==> src/rtl/tap4_pkg.sv <==
package tap4_pkg;

  localparam int TAPS = 4;

  typedef enum logic [2:0] {
    ST_IDLE  = 3'd0,
    ST_READ  = 3'd1,
    ST_MUL   = 3'd2,
    ST_SUM   = 3'd3,
    ST_WRITE = 3'd4,
    ST_FIN   = 3'd5
  } phase_t;

  // Weight of tap k: base * (k + 1), giving 11, 22, 33, 44 for base 11.
  function automatic int unsigned tap_weight(input int unsigned base, input int unsigned k);
    return base * (k + 1);
  endfunction

endpackage

==> src/rtl/tap4_ctrl.sv <==
module tap4_ctrl
  import tap4_pkg::*;
#(
  parameter int CNT_W = 20
) (
  input  logic             clk,
  input  logic             rst_n,
  input  logic             start,
  input  logic [CNT_W-1:0] trip_count,
  output logic [CNT_W-1:0] idx,
  output logic             busy,
  output logic             done,
  output logic             rd_en,
  output logic             mul_en,
  output logic             sum_en,
  output logic             wr_en
);

  localparam int CMP_W = CNT_W + 1;

  phase_t           phase_q, phase_d;
  logic [CNT_W-1:0] limit_q;
  logic [CNT_W-1:0] idx_q;
  logic [CMP_W-1:0] cmp_a, cmp_b;
  logic             go_on;
  logic             accept;

  assign accept = start && (phase_q == ST_IDLE);

  // Single loop comparator, operands chosen by phase.
  always_comb begin
    if (phase_q == ST_IDLE) begin
      cmp_a = '0;
      cmp_b = {1'b0, trip_count};
    end else begin
      cmp_a = {1'b0, idx_q} + CMP_W'(1);
      cmp_b = {1'b0, limit_q};
    end
  end
  assign go_on = cmp_a < cmp_b;

  always_comb begin
    phase_d = phase_q;
    unique case (phase_q)
      ST_IDLE:  if (accept) phase_d = go_on ? ST_READ : ST_FIN;
      ST_READ:  phase_d = ST_MUL;
      ST_MUL:   phase_d = ST_SUM;
      ST_SUM:   phase_d = ST_WRITE;
      ST_WRITE: phase_d = go_on ? ST_READ : ST_FIN;
      ST_FIN:   phase_d = ST_IDLE;
      default:  phase_d = ST_IDLE;
    endcase
  end

  always_ff @(posedge clk or negedge rst_n) begin
    if (!rst_n) begin
      phase_q <= ST_IDLE;
      limit_q <= '0;
      idx_q   <= '0;
    end else begin
      phase_q <= phase_d;
      if (accept) begin
        limit_q <= trip_count;
        idx_q   <= '0;
      end else if (phase_q == ST_WRITE && go_on) begin
        idx_q <= idx_q + CNT_W'(1);
      end
    end
  end

  assign idx    = idx_q;
  assign busy   = (phase_q != ST_IDLE);
  assign done   = (phase_q == ST_FIN);
  assign rd_en  = (phase_q == ST_READ);
  assign mul_en = (phase_q == ST_MUL);
  assign sum_en = (phase_q == ST_SUM);
  assign wr_en  = (phase_q == ST_WRITE);

  // a start while running leaves the latched count and the index alone
  a_r7_start_ignored_busy: assert property (@(posedge clk) disable iff (!rst_n)
    (busy && start) |=> ($stable(limit_q) && (phase_q != ST_READ || $past(phase_q) == ST_WRITE)));

  // done lasts one cycle
  a_r5_done_single: assert property (@(posedge clk) disable iff (!rst_n)
    done |=> !done);

  // a read is only issued for an index below the count
  a_r4_idx_bound: assert property (@(posedge clk) disable iff (!rst_n)
    rd_en |-> ({1'b0, idx_q} < {1'b0, limit_q}));

  // reads never repeat in back-to-back cycles
  a_r2_read_spacing: assert property (@(posedge clk) disable iff (!rst_n)
    rd_en |=> !rd_en);

endmodule

==> src/rtl/tap4_mul_stage.sv <==
module tap4_mul_stage
  import tap4_pkg::*;
#(
  parameter int DATA_W    = 16,
  parameter int ACC_W     = 24,
  parameter int COEF_BASE = 11
) (
  input  logic                         clk,
  input  logic                         rst_n,
  input  logic                         en,
  input  logic [TAPS*DATA_W-1:0]       lanes,
  output logic [TAPS-1:0][ACC_W-1:0]   prod
);

  logic [TAPS-1:0][ACC_W-1:0] prod_q;

  for (genvar k = 0; k < TAPS; k++) begin : g_mul
    localparam int unsigned WEIGHT = tap_weight(COEF_BASE, k);
    logic [DATA_W-1:0] lane;
    assign lane = lanes[k*DATA_W +: DATA_W];

    always_ff @(posedge clk or negedge rst_n) begin
      if (!rst_n) prod_q[k] <= '0;
      else if (en) prod_q[k] <= ACC_W'(lane) * ACC_W'(WEIGHT);
    end
  end

  assign prod = prod_q;

endmodule

==> src/rtl/tap4_add_tree.sv <==
module tap4_add_tree
  import tap4_pkg::*;
#(
  parameter int ACC_W = 24
) (
  input  logic                       clk,
  input  logic                       rst_n,
  input  logic                       sum_en,
  input  logic                       final_sel,
  input  logic [TAPS-1:0][ACC_W-1:0] prod,
  output logic [ACC_W-1:0]           total
);

  logic [ACC_W-1:0] pair_lo_q, pair_hi_q;
  logic [ACC_W-1:0] add_a_x, add_a_y, add_a_out;
  logic [ACC_W-1:0] add_b_out;

  // Adder A is shared: first partial sum, then the final sum.
  assign add_a_x   = final_sel ? pair_lo_q : prod[0];
  assign add_a_y   = final_sel ? pair_hi_q : prod[1];
  assign add_a_out = add_a_x + add_a_y;
  // Adder B: second partial sum.
  assign add_b_out = prod[2] + prod[3];

  always_ff @(posedge clk or negedge rst_n) begin
    if (!rst_n) begin
      pair_lo_q <= '0;
      pair_hi_q <= '0;
    end else if (sum_en) begin
      pair_lo_q <= add_a_out;
      pair_hi_q <= add_b_out;
    end
  end

  assign total = add_a_out;

  // the final sum never wraps below either partial sum
  a_r3_no_overflow: assert property (@(posedge clk) disable iff (!rst_n)
    final_sel |-> (total >= pair_lo_q && total >= pair_hi_q));

endmodule

==> src/rtl/tap4_loop_accel.sv <==
module tap4_loop_accel
  import tap4_pkg::*;
#(
  parameter int DATA_W    = 16,
  parameter int CNT_W     = 20,
  parameter int ACC_W     = 24,
  parameter int COEF_BASE = 11
) (
  input  logic                   clk,
  input  logic                   rst_n,
  input  logic                   start,
  input  logic [CNT_W-1:0]       trip_count,
  output logic                   busy,
  output logic                   done,
  output logic                   src_rd,
  output logic [CNT_W-1:0]       src_addr,
  input  logic [4*DATA_W-1:0]    src_data,
  output logic                   dst_wr,
  output logic [CNT_W-1:0]       dst_addr,
  output logic [ACC_W-1:0]       dst_data
);

  logic [CNT_W-1:0]           idx;
  logic                       mul_en, sum_en, wr_en, rd_en;
  logic [TAPS-1:0][ACC_W-1:0] prod;
  logic [ACC_W-1:0]           total;

  tap4_ctrl #(.CNT_W(CNT_W)) u_ctrl (
    .clk(clk), .rst_n(rst_n), .start(start), .trip_count(trip_count),
    .idx(idx), .busy(busy), .done(done), .rd_en(rd_en),
    .mul_en(mul_en), .sum_en(sum_en), .wr_en(wr_en)
  );

  tap4_mul_stage #(.DATA_W(DATA_W), .ACC_W(ACC_W), .COEF_BASE(COEF_BASE)) u_mul (
    .clk(clk), .rst_n(rst_n), .en(mul_en), .lanes(src_data), .prod(prod)
  );

  tap4_add_tree #(.ACC_W(ACC_W)) u_add (
    .clk(clk), .rst_n(rst_n), .sum_en(sum_en), .final_sel(wr_en),
    .prod(prod), .total(total)
  );

  assign src_rd   = rd_en;
  assign src_addr = idx;
  assign dst_wr   = wr_en;
  assign dst_addr = idx;
  assign dst_data = total;

  // every write follows its read by exactly three cycles
  a_r2_write_after_read: assert property (@(posedge clk) disable iff (!rst_n)
    dst_wr |-> $past(src_rd, 3));

  // done comes right after a write or right after an idle start
  a_r5_done_after_write: assert property (@(posedge clk) disable iff (!rst_n)
    done |-> ($past(dst_wr) || !$past(busy)));

  // write index equals the index that was read
  a_r4_addr_match: assert property (@(posedge clk) disable iff (!rst_n)
    dst_wr |-> (dst_addr == $past(src_addr, 3)));

endmodule

==> config.mk <==
export PLATFORM = sky130hd
export DESIGN_NAME = tap4_loop_accel
export DESIGN_NICKNAME = d
export VERILOG_FILES = /design/src/rtl/tap4_pkg.sv /design/src/rtl/tap4_ctrl.sv /design/src/rtl/tap4_mul_stage.sv /design/src/rtl/tap4_add_tree.sv /design/src/rtl/tap4_loop_accel.sv
export SDC_FILE = /design/constraint.sdc
export NUM_CORES = 1
export LEC_CHECK = 0
export BUFFER_PORTS_ARGS = -buffer_cell sky130_fd_sc_hd__buf_2
export CAP_MARGIN = 20
export CORE_MARGIN = 2
export CORE_UTILIZATION = 25
export CTS_CLUSTER_DIAMETER = 200
export DETAILED_ROUTE_END_ITERATION = 6
export PLACE_DENSITY = 0.5
export SLEW_MARGIN = 20
export SYNTH_ARGS = -nofsm -noshare
export SYNTH_HDL_FRONTEND = slang
export SYNTH_SLANG_ARGS = --single-unit
==> constraint.sdc <==
create_clock -name clk -period 4.78 [get_ports clk]
set_clock_uncertainty 0.15 [all_clocks]
set_input_delay 0.717 -clock clk [delete_from_list [all_inputs] [get_ports clk]]
set_output_delay 0.717 -clock clk [all_outputs]
set_load 0.01 [all_outputs]
# Word level (Yosys, flattened, before mapping)
# Index checks and enable logic that the tools add are counted.
# W data, S select, Z words.
dict set report op_classes {
  n_eq_ne 6
  n_mux 9
  reduce_logical 5
  order_cmp 1
  add_sub_neg 4
  multipliers 4
}
# op n
set op_table {}
lappend op_table {{$mul A16 B4 Y20 const B} 3}
lappend op_table {{$mux W20} 3}
lappend op_table {{$mux W24} 2}
lappend op_table {{$add A24 B24 Y24} 1}
lappend op_table {{$add A22 B22 Y23} 1}
lappend op_table {{$mul A16 B6 Y22 const B} 1}
lappend op_table {{$add A20 B1 Y21 const B} 1}
lappend op_table {{$lt A21 B20 Y1} 1}
lappend op_table {{$mux W21} 1}
lappend op_table {{$add A20 B1 Y20 const B} 1}
lappend op_table {{$pmux W3 S5} 1}
lappend op_table {{$eq A3 B2 Y1 const B} 2}
lappend op_table {{$eq A3 B3 Y1 const B} 2}
lappend op_table {{$mux W3} 2}
lappend op_table {{$eq A3 B1 Y1 const B} 1}
lappend op_table {{$logic_not A3 Y1} 1}
lappend op_table {{$reduce_bool A3 Y1} 1}
lappend op_table {{$logic_and A1 B1 Y1} 2}
lappend op_table {{$ne A2 B1 Y1 const B} 1}
lappend op_table {{$reduce_bool A2 Y1} 1}
dict set report totals {
  wordCells 38
  in_bits 87
  register_bits 173
  out_inout_bits 68
}

# Depth between registers and ports, before layout
# Gate-level depths: netlist of the first run.
dict set report depth {
  depth_word 6
  depth_mapped 19
  depth_no_buf 17
}

# By module
# Synthesis of the first run repeated with hierarchy kept, for this count alone.
dict set report unflattened {
  cells_unflattened 1768
  area_unflattened_um2 16398.2
}
# mod area_each_um2 instances cells_each
set by_module_without_submodules {}
lappend by_module_without_submodules {tap4_mul_stage 8418.1 1 891}
lappend by_module_without_submodules {tap4_add_tree 4789.6 1 510}
lappend by_module_without_submodules {tap4_ctrl 3040.4 1 347}
lappend by_module_without_submodules {tap4_loop_accel 150.1 1 20}

# Least setup slack after synthesis of the first run
# No wires, ideal clock.
dict set report synth_path {
  path_type {reg2out}
  from {register u_ctrl.phase_q[2]}
  to {output port dst_data[18]}
  arrival_time_ps 4016
  stages_incl_launch_ff 15
  setup_slack_ps -103
  path_cell_list {dfrtp_1 clkbuf_1 nor3b_1 clkbuf_1 clkbuf_1 mux2_2 ha_1 nor2b_4 o31a_1 or4_4 and2_2 a21oi_1 a21boi_0 o21a_1 nor2_1}
}
dict set report synth_between {
  elab_chain_len 3
  elab_cells_between_ends 4
  cone_classes {add/sub: 1; eq/ne: 1; mux: 2}
}
# item line
set synth_lines {}
lappend synth_lines {{start, declared} tap4_ctrl.sv:21} ;# phase_t phase_q, phase_d;
lappend synth_lines {{start signal, assigned} tap4_ctrl.sv:61} ;# phase_q <= phase_d;
lappend synth_lines {{$eq A3 B3 Y1 (*)} tap4_ctrl.sv:77} ;# assign wr_en = (phase_q == ST_WRITE);
lappend synth_lines {{net dst_wr} tap4_loop_accel.sv:18} ;# output logic dst_wr,
lappend synth_lines {{$mux W24, on equally long branches} {tap4_add_tree.sv:19, tap4_add_tree.sv:20}}
lappend synth_lines {{$add A24 B24 Y24 (*)} tap4_add_tree.sv:21} ;# assign add_a_out = add_a_x + add_a_y;
lappend synth_lines {{end, declared} tap4_loop_accel.sv:20} ;# output logic [ACC_W-1:0] dst_data
# The timed path passes the listed nets; every way through them passes the cells marked *.

# Worst setup path after layout of the first run
dict set report layout_path {
  from {register u_ctrl.phase_q[1]}
  to {output port dst_data[23]}
}
dict set report layout_between {
  elab_chain_len 3
  elab_cells_between_ends 4
  cone_classes {add/sub: 1; eq/ne: 1; mux: 2}
}
# item line
set layout_lines {}
lappend layout_lines {{$eq A3 B3 Y1 (*)} tap4_ctrl.sv:77}
lappend layout_lines {{$mux W24, on equally long branches} {tap4_add_tree.sv:19, tap4_add_tree.sv:20}}
lappend layout_lines {{$add A24 B24 Y24 (*)} tap4_add_tree.sv:21}
# Every way passes the cells marked *; elsewhere a longest branch is shown, timed or not.

==> impl_metrics.tcl, run 1 <==
set metrics [dict create \
    final_area_mm2 0.0179 \
    period_needed_ns 4.74 \
    synth_nets 2090 \
    grtUsageTotal_pct 12.9 \
    initial_utilization_pct 25.3 \
    cts.sink_count 172 \
    cp_max_fo 8 \
    async_reset_ff_share_pct 100 \
    hold_violations 0 \
    fmax_ghz 0.211 \
    end_kind "output pin" \
    path_class "flip-flop to output pin" \
    netSwitchingFraction_pct 46.7 \
    path_clk_slew_ns 0.07 \
    worstSetupStartpoint "u_ctrl.phase_q[1]" \
    area_delta_synth_final_pct 17.3 \
    core_area_mm2 0.0604 \
    die_h_um 251 \
    drtPass1Iterations 4 \
    synth_top_family_by_area "adder cells" \
    synth_flop_cell "dfrtp_1" \
    synthCells 1757 \
    drc 0 \
    die_w_um 251 \
    peakVddDrop_mv 0.340 \
    synth_commonest_cells "nand2_1, inv_1, ha_1, dfrtp_1, o21ai_0" \
    synth_area_mm2 0.0153 \
    seq_power_share_pct 22.9 \
    combPwrFrac_pct 64.9 \
    leakage_nw 9.26 \
    muxShareOfSynthArea_pct 5.97 \
    place_area_mm2 0.0169 \
    ff_latch_area_mm2 0.00430 \
    grt_pass1_wl_um 65300 \
    cts-root-buf "clkbuf_16" \
    relSlewSlack_pct 41.3 \
    grt_pass1_vias 12300 \
    drive_gt1_share_pct 18.4 \
    min_path_type "input pin to asynchronous set/reset pin" \
    power.density_mw_per_mm2 629 \
    dieArea_mm2 0.0631 \
    cp.arrival_ns 3.88 \
    synth-xor-area-share_pct 6.02 \
    io_pins 155 \
    status "complete, no violations" \
    wirelength_um 40400 \
    max_cap_violations 0 \
    synth_cell_type_count 78 \
    finalWeightedCongestion 0.851 \
    synth-compound-area-share_pct 16.2 \
    cts.htree.levels 4 \
    multi_input_area_mm2 0.0101 \
    drv_slew 0 \
    cp_cell_sequence "nor3b_4 -> buf_12 -> buf_4 -> mux2_2 -> ha_1 -> a211oi_2 -> o21a_1 -> a2bb2oi_4 -> nand3_2 -> a221o_1 -> a21oi_2 -> xor2_1 -> buf_2" \
    synth_area_leaders "dfrtp_1, ha_1, nand2_1" \
    endpoint "dst_data[23]" \
    vias 12200 \
    avgSynthCellArea_um2 8.69 \
    portBuffers 154 \
    tritoncts "done" \
    postRouteAntennaNets 0 \
    clk-insertion-delay-late_ns 0.45 \
    synth-simple-area-share_pct 13.8 \
    numCtsBuffers 17 \
    rr_worst_depth 16 \
    setup_tns_ns 0 \
    dp_hpwl_um 32400 \
    wl_per_cell_um 15.0 \
    drt_iter0_markers 548 \
    synth_top_cell_area_share_pct 28.2 \
    nFillCells 6375 \
    fin_crit_sh_pct 99.2 \
    ys_ff_latch 172 \
    yosys.cell_count.top_type "nand2_1" \
    grt_start_max_net_pins 95 \
    yosysWarnings 0 \
    place_ws_ns 0.147 \
    p_int_mw 6.00 \
    tightest_slew_ns 0.881 \
    cts_buffer_depth 2 \
    synthAdderAreaFrac_pct 22.2 \
    p_clk_share_pct 12.3 \
    ff2ff_setup_slack_ns 0.48 \
    viasPerCell 4.55 \
    synth_enable_flop_cells 0 \
    crit_required_ns 3.91 \
    overflow 0 \
    nNetsFinal 2227 \
    rr_startpoint "u_ctrl.idx[1]" \
    critPathSlowestCell "dfrtp_1" \
    antenna_found_initial 2 \
    placementRows 90 \
    setup_violations 0 \
    rsz0062_at_grt "yes" \
    ctsHoldBuffers 0 \
    yosysSeqAreaShare_pct 28.2 \
    critPathLaunchType "flip-flop" \
    switching_power_mw 5.26 \
    r2r-end "u_ctrl.idx[5]" \
    cpPeakStageDelay_ns 0.41 \
    netlist.top_cell.by_area "dfrtp_1" \
    diodes 0 \
    postLayoutSetupSlackWorst_ns 0.0369 \
]
-- cells in the final DEF, fill, tap and decap left out, drive strengths merged, types with 4 or more instances in the layout --
cell	Yosys	routed
a31oi	9	9
mux2	64	64
inv	214	220
xor2	52	52
and3	17	17
o21ai	133	133
clkbuf	49	20
ha	204	204
or3	6	6
o211a	5	5
nand2b	6	6
a211oi	18	18
dfrtp	172	172
clkinv	0	5
o21a	15	15
nand3	34	34
nor2b	7	7
xnor2	53	53
and2	10	10
a21o	47	47
a211o	11	11
a21oi	79	79
o21bai	10	10
mux2i	19	19
or2	4	4
nor4	4	4
nand2	256	256
fa	42	42
buf	26	193
o31ai	16	16
nand4	7	7
nor3	28	28
nor2	85	85
o211ai	6	6
-- per-layer routing --
| metal | track usage (%) | part of all wire [%] | up-vias | wire length (um) |
|---|---|---|---|---|
| met1 | 16.8 | 48 | 5766 | 19200 |
| met3 | 2.18 | 3.0 | 34 | 1220 |
| met5 | 0 | 0.054 | - | 22 |
| li1 | - | - | 6269 | - |
| met2 | 22.4 | 48 | 144 | 19400 |
| met4 | 3.04 | 1.5 | 4 | 589 |
-- flip-flops by register name (all words and copies together), names as in the netlist --
name,cells
u_mul.prod,82
u_ctrl.limit_q,20
u_add.pair_lo_q,24
u_ctrl.phase_q,3
u_add.pair_hi_q,23
u_ctrl.idx,20
-- power by group through the flow --
stage | Sequential, mW | Clock (mW) | Combinational [mW]
4_1_cts | 2.58 | 1.43 | 7.16
2_1_floorplan | 2.36 | 0 | 4.87
5_1_grt | 2.64 | 1.48 | 8.22
3_3_place_gp | 2.60 | 0 | 6.71
6_report | 2.58 | 1.38 | 7.30
3_5_place_dp | 2.61 | 0 | 6.81
-- worst min-delay path by stage --
stage / start / to / cells after the start
6_report: rst_n / u_ctrl.idx[7] / 1
5_1_grt: rst_n / u_ctrl.idx[7] / 1
4_1_cts: rst_n / u_ctrl.idx[7] / 1
3_5_place_dp: u_ctrl.limit_q[1] / u_ctrl.limit_q[1] / 2
3_3_place_gp: u_ctrl.limit_q[16] / u_ctrl.limit_q[16] / 2
2_1_floorplan: rst_n / u_add.pair_hi_q[0] / 0
-- kinds of logic (layout without fill, tap and decap cells) --
family,count (synthesis),in the layout
AND/OR/NAND/NOR,478,478
AO/OA/AOI/OAI,384,384
buffers and inverters,289,438
adder cells (fa/ha/maj),246,246
flip-flops,172,172
XOR/XNOR,105,105
multiplexers,83,83
-- per-stage QoR --
stage	util, %	hold WS, ns	total power, mW	cells
2_1_floorplan	-	0.271	7.23	1757
3_3_place_gp	28.0	0.307	9.32	2644
3_5_place_dp	28.0	0.313	9.42	2645
4_1_cts	29.4	0.173	11.2	2682
5_1_grt	29.7	0.222	12.3	2688
6_report	29.7	0.166	11.3	2688
-- timing repair --
action                     4_1_cts  5_1_grt
gates cloned                     1        0
setup endpoints to repair        9       12
setup buffers                    5        7
resized for setup               41       28
pin swaps                       14       17
-- cell type report --
type	count	area share, %
multi-input cells	1296	56.5
clock inverters	11	0.566
flip-flops and latches	172	24.0
repair buffers	193	6.36
inverters	214	4.50
clock buffers	20	2.61
well taps	782	5.46
-- worst max-delay path: cells and delay by family (launching register included) --
family,cells,cell delay (ns)
compound gates,5,1.23
flops,1,0.41
simple gates,2,0.40
mux,1,0.34
xor+xnor,1,0.23
fa+ha+maj,1,0.33
buf+inv,3,0.47
Note: power is estimated with default switching activity, not from simulation.
==> inputs of run 2 (changes only) <==
--- a/config.mk
+++ b/config.mk
@@ -8,10 +8,11 @@
 export BUFFER_PORTS_ARGS = -buffer_cell sky130_fd_sc_hd__buf_2
 export CAP_MARGIN = 20
 export CORE_MARGIN = 2
-export CORE_UTILIZATION = 25
+export CORE_UTILIZATION = 55
 export CTS_CLUSTER_DIAMETER = 200
 export DETAILED_ROUTE_END_ITERATION = 6
-export PLACE_DENSITY = 0.5
+export GPL_ROUTABILITY_DRIVEN = 0
+export PLACE_DENSITY = 0.86
 export SLEW_MARGIN = 20
 export SYNTH_ARGS = -nofsm -noshare
 export SYNTH_HDL_FRONTEND = slang
==> run 2 against run 1 <==
Compared with the run above:
- the flow now finishes with violations (negative setup slack)
- clock power grew 7%
- first-iteration DRC count is 110% higher
- worst hold slack better by 0.0071 ns
- sequential power up 2%
- final cell count is 16% lower
- register-to-register slack lost 0.13 ns
- non-clock buffer count down 13
- clock-buffer cell count unchanged
- largest power group unchanged
==> impl_metrics.tcl, run 2 (synthesis results as in run 1) <==
set metrics [dict create \
    status "finished with violations" \
    violations "negative setup slack" \
    crit_required_ns 3.91 \
    postLayoutSetupSlackWorst_ns -0.191 \
    fin_util_pct 64.4 \
    drc 0 \
    clk-insertion-delay-late_ns 0.46 \
    relSlewSlack_pct 43.6 \
    postRouteAntennaNets 0 \
    rsz0062_at_grt "yes" \
    tightest_slew_ns 0.846 \
    drtPass1Iterations 6 \
    drv_slew 0 \
    ff_latch_area_mm2 0.00430 \
    dieArea_mm2 0.0291 \
    peakVddDrop_mv 0.351 \
    leakage_nw 9.22 \
    period_needed_ns 4.97 \
    io_pins 155 \
    dp_hpwl_um 28500 \
    die_w_um 171 \
    critPathBufInv 3 \
    vias 13400 \
    cts-root-buf "clkbuf_16" \
    initial_utilization_pct 56.3 \
    nFillCells 2032 \
    layout_commonest_cell "nand2_1" \
    multi_input_area_mm2 0.0102 \
    cts_buffer_depth 2 \
    tritoncts "done" \
    ctsHoldBuffers 0 \
    nNetsFinal 2214 \
    final_cell_mix "nand2_1, inv_1, ha_1" \
    wl_per_cell_um 18.1 \
    overflow 0 \
    place_ws_ns 0.224 \
    place_area_mm2 0.0163 \
    cts.htree.levels 4 \
    fmax_ghz 0.201 \
    max_cap_violations 0 \
    ff2ff_setup_slack_ns 0.35 \
    core_area_mm2 0.0271 \
    drive_gt1_share_pct 18.3 \
    drt_iter0_markers 1167 \
    cp_cell_sequence "nor3b_4 -> buf_6 -> buf_12 -> mux2_2 -> ha_1 -> a211oi_2 -> o21a_2 -> nor3_1 -> nor2_1 -> nand2_1 -> xnor2_1 -> buf_2" \
    largest_reg_flops 82 \
    grt_pass1_vias 13000 \
    critPathLaunchType "flip-flop" \
    rr_startpoint "u_ctrl.idx[0]" \
    cp_max_fo 6 \
    path_class "flip-flop to output pin" \
    final_area_mm2 0.0175 \
    fin_crit_sh_pct 104 \
    critPathSlowestCell "xnor2_1" \
    placementRows 60 \
    cpPeakStageDelay_ns 0.66 \
    grt_pass1_wl_um 61400 \
    setup_tns_ns -0.486 \
    rr_worst_depth 16 \
    path_clk_slew_ns 0.07 \
    cp.arrival_ns 4.10 \
    hold_violations 0 \
    portBuffers 154 \
    r2r-end "u_ctrl.idx[3]" \
    setup_violations 5 \
    area_delta_synth_final_pct 14.4 \
    viasPerCell 5.90 \
    die_h_um 171 \
    min_path_type "input pin to asynchronous set/reset pin" \
    power.density_mw_per_mm2 675 \
    antenna_found_initial 1 \
    numCtsBuffers 17 \
    cts.sink_count 172 \
    critPathTopFamily "simple AND/OR/NAND/NOR gates" \
    end_kind "output pin" \
    grt_start_max_net_pins 91 \
    grtUsageTotal_pct 26.2 \
    wirelength_um 41100 \
]
run 2: cell types whose count changed in the layout (fill, tap and decap cells not counted), sizes merged:
cell    before  now
clkbuf      20   21
clkinv       5    4
bufbuf       0    1
bufinv       0    2
buf        193  178
diode        0    2
run 2: layout make-up:
type                            count  area share, %
Multi-Input combinational cell   1296           58.5
Sequential cell                   172           24.6
Timing Repair Buffer              180           6.04
Inverter                          214           4.61
Tap cell                          372           2.67
Clock buffer                       20           2.61
Clock inverter                     12          0.867
Antenna cell                        2         0.0287
run 2: timing repair:
item	in CTS	in global routing
gates cloned	1	1
buffers inserted	4	3
setup endpoints to repair	10	10
pin swaps	10	16
resized for setup	34	49
run 2: power breakdown:
part	switching [mW]	total (mW)	internal, mW
logic	4.49	7.70	3.21
clock network	0.653	1.47	0.815
registers	0.511	2.62	2.11
run 2: layer usage:
layer / routed length, um / GRT usage (%) / vias to the layer above
met5: 0 / 0 / -
met1: 16500 / 32.0 / 6402
met3: 2780 / 4.81 / 169
met4: 2150 / 11.8 / 0
li1: - / - / 6216
met2: 19700 / 45.2 / 596
run 2: worst max path at each step:
stage | startpoint | to | depth (start not counted)
4_1_cts | u_ctrl.phase_q[0] | dst_data[23] | 13
3_5_place_dp | u_ctrl.phase_q[1] | dst_data[23] | 13
5_1_grt | u_ctrl.phase_q[1] | dst_data[23] | 13
2_1_floorplan | u_ctrl.phase_q[2] | dst_data[18] | 14
6_report | u_ctrl.phase_q[1] | dst_data[9] | 12
3_3_place_gp | u_ctrl.phase_q[1] | dst_data[18] | 15
run 2: through the flow:
stage / total power, mW / cells / hold slack (ns)
global route: 12.5 / 2266 / 0.244
detailed placement: 9.13 / 2225 / 0.311
CTS: 10.9 / 2262 / 0.206
floorplan: 7.23 / 1757 / 0.271
global placement: 8.83 / 2225 / 0.306
finish: 11.8 / 2268 / 0.173
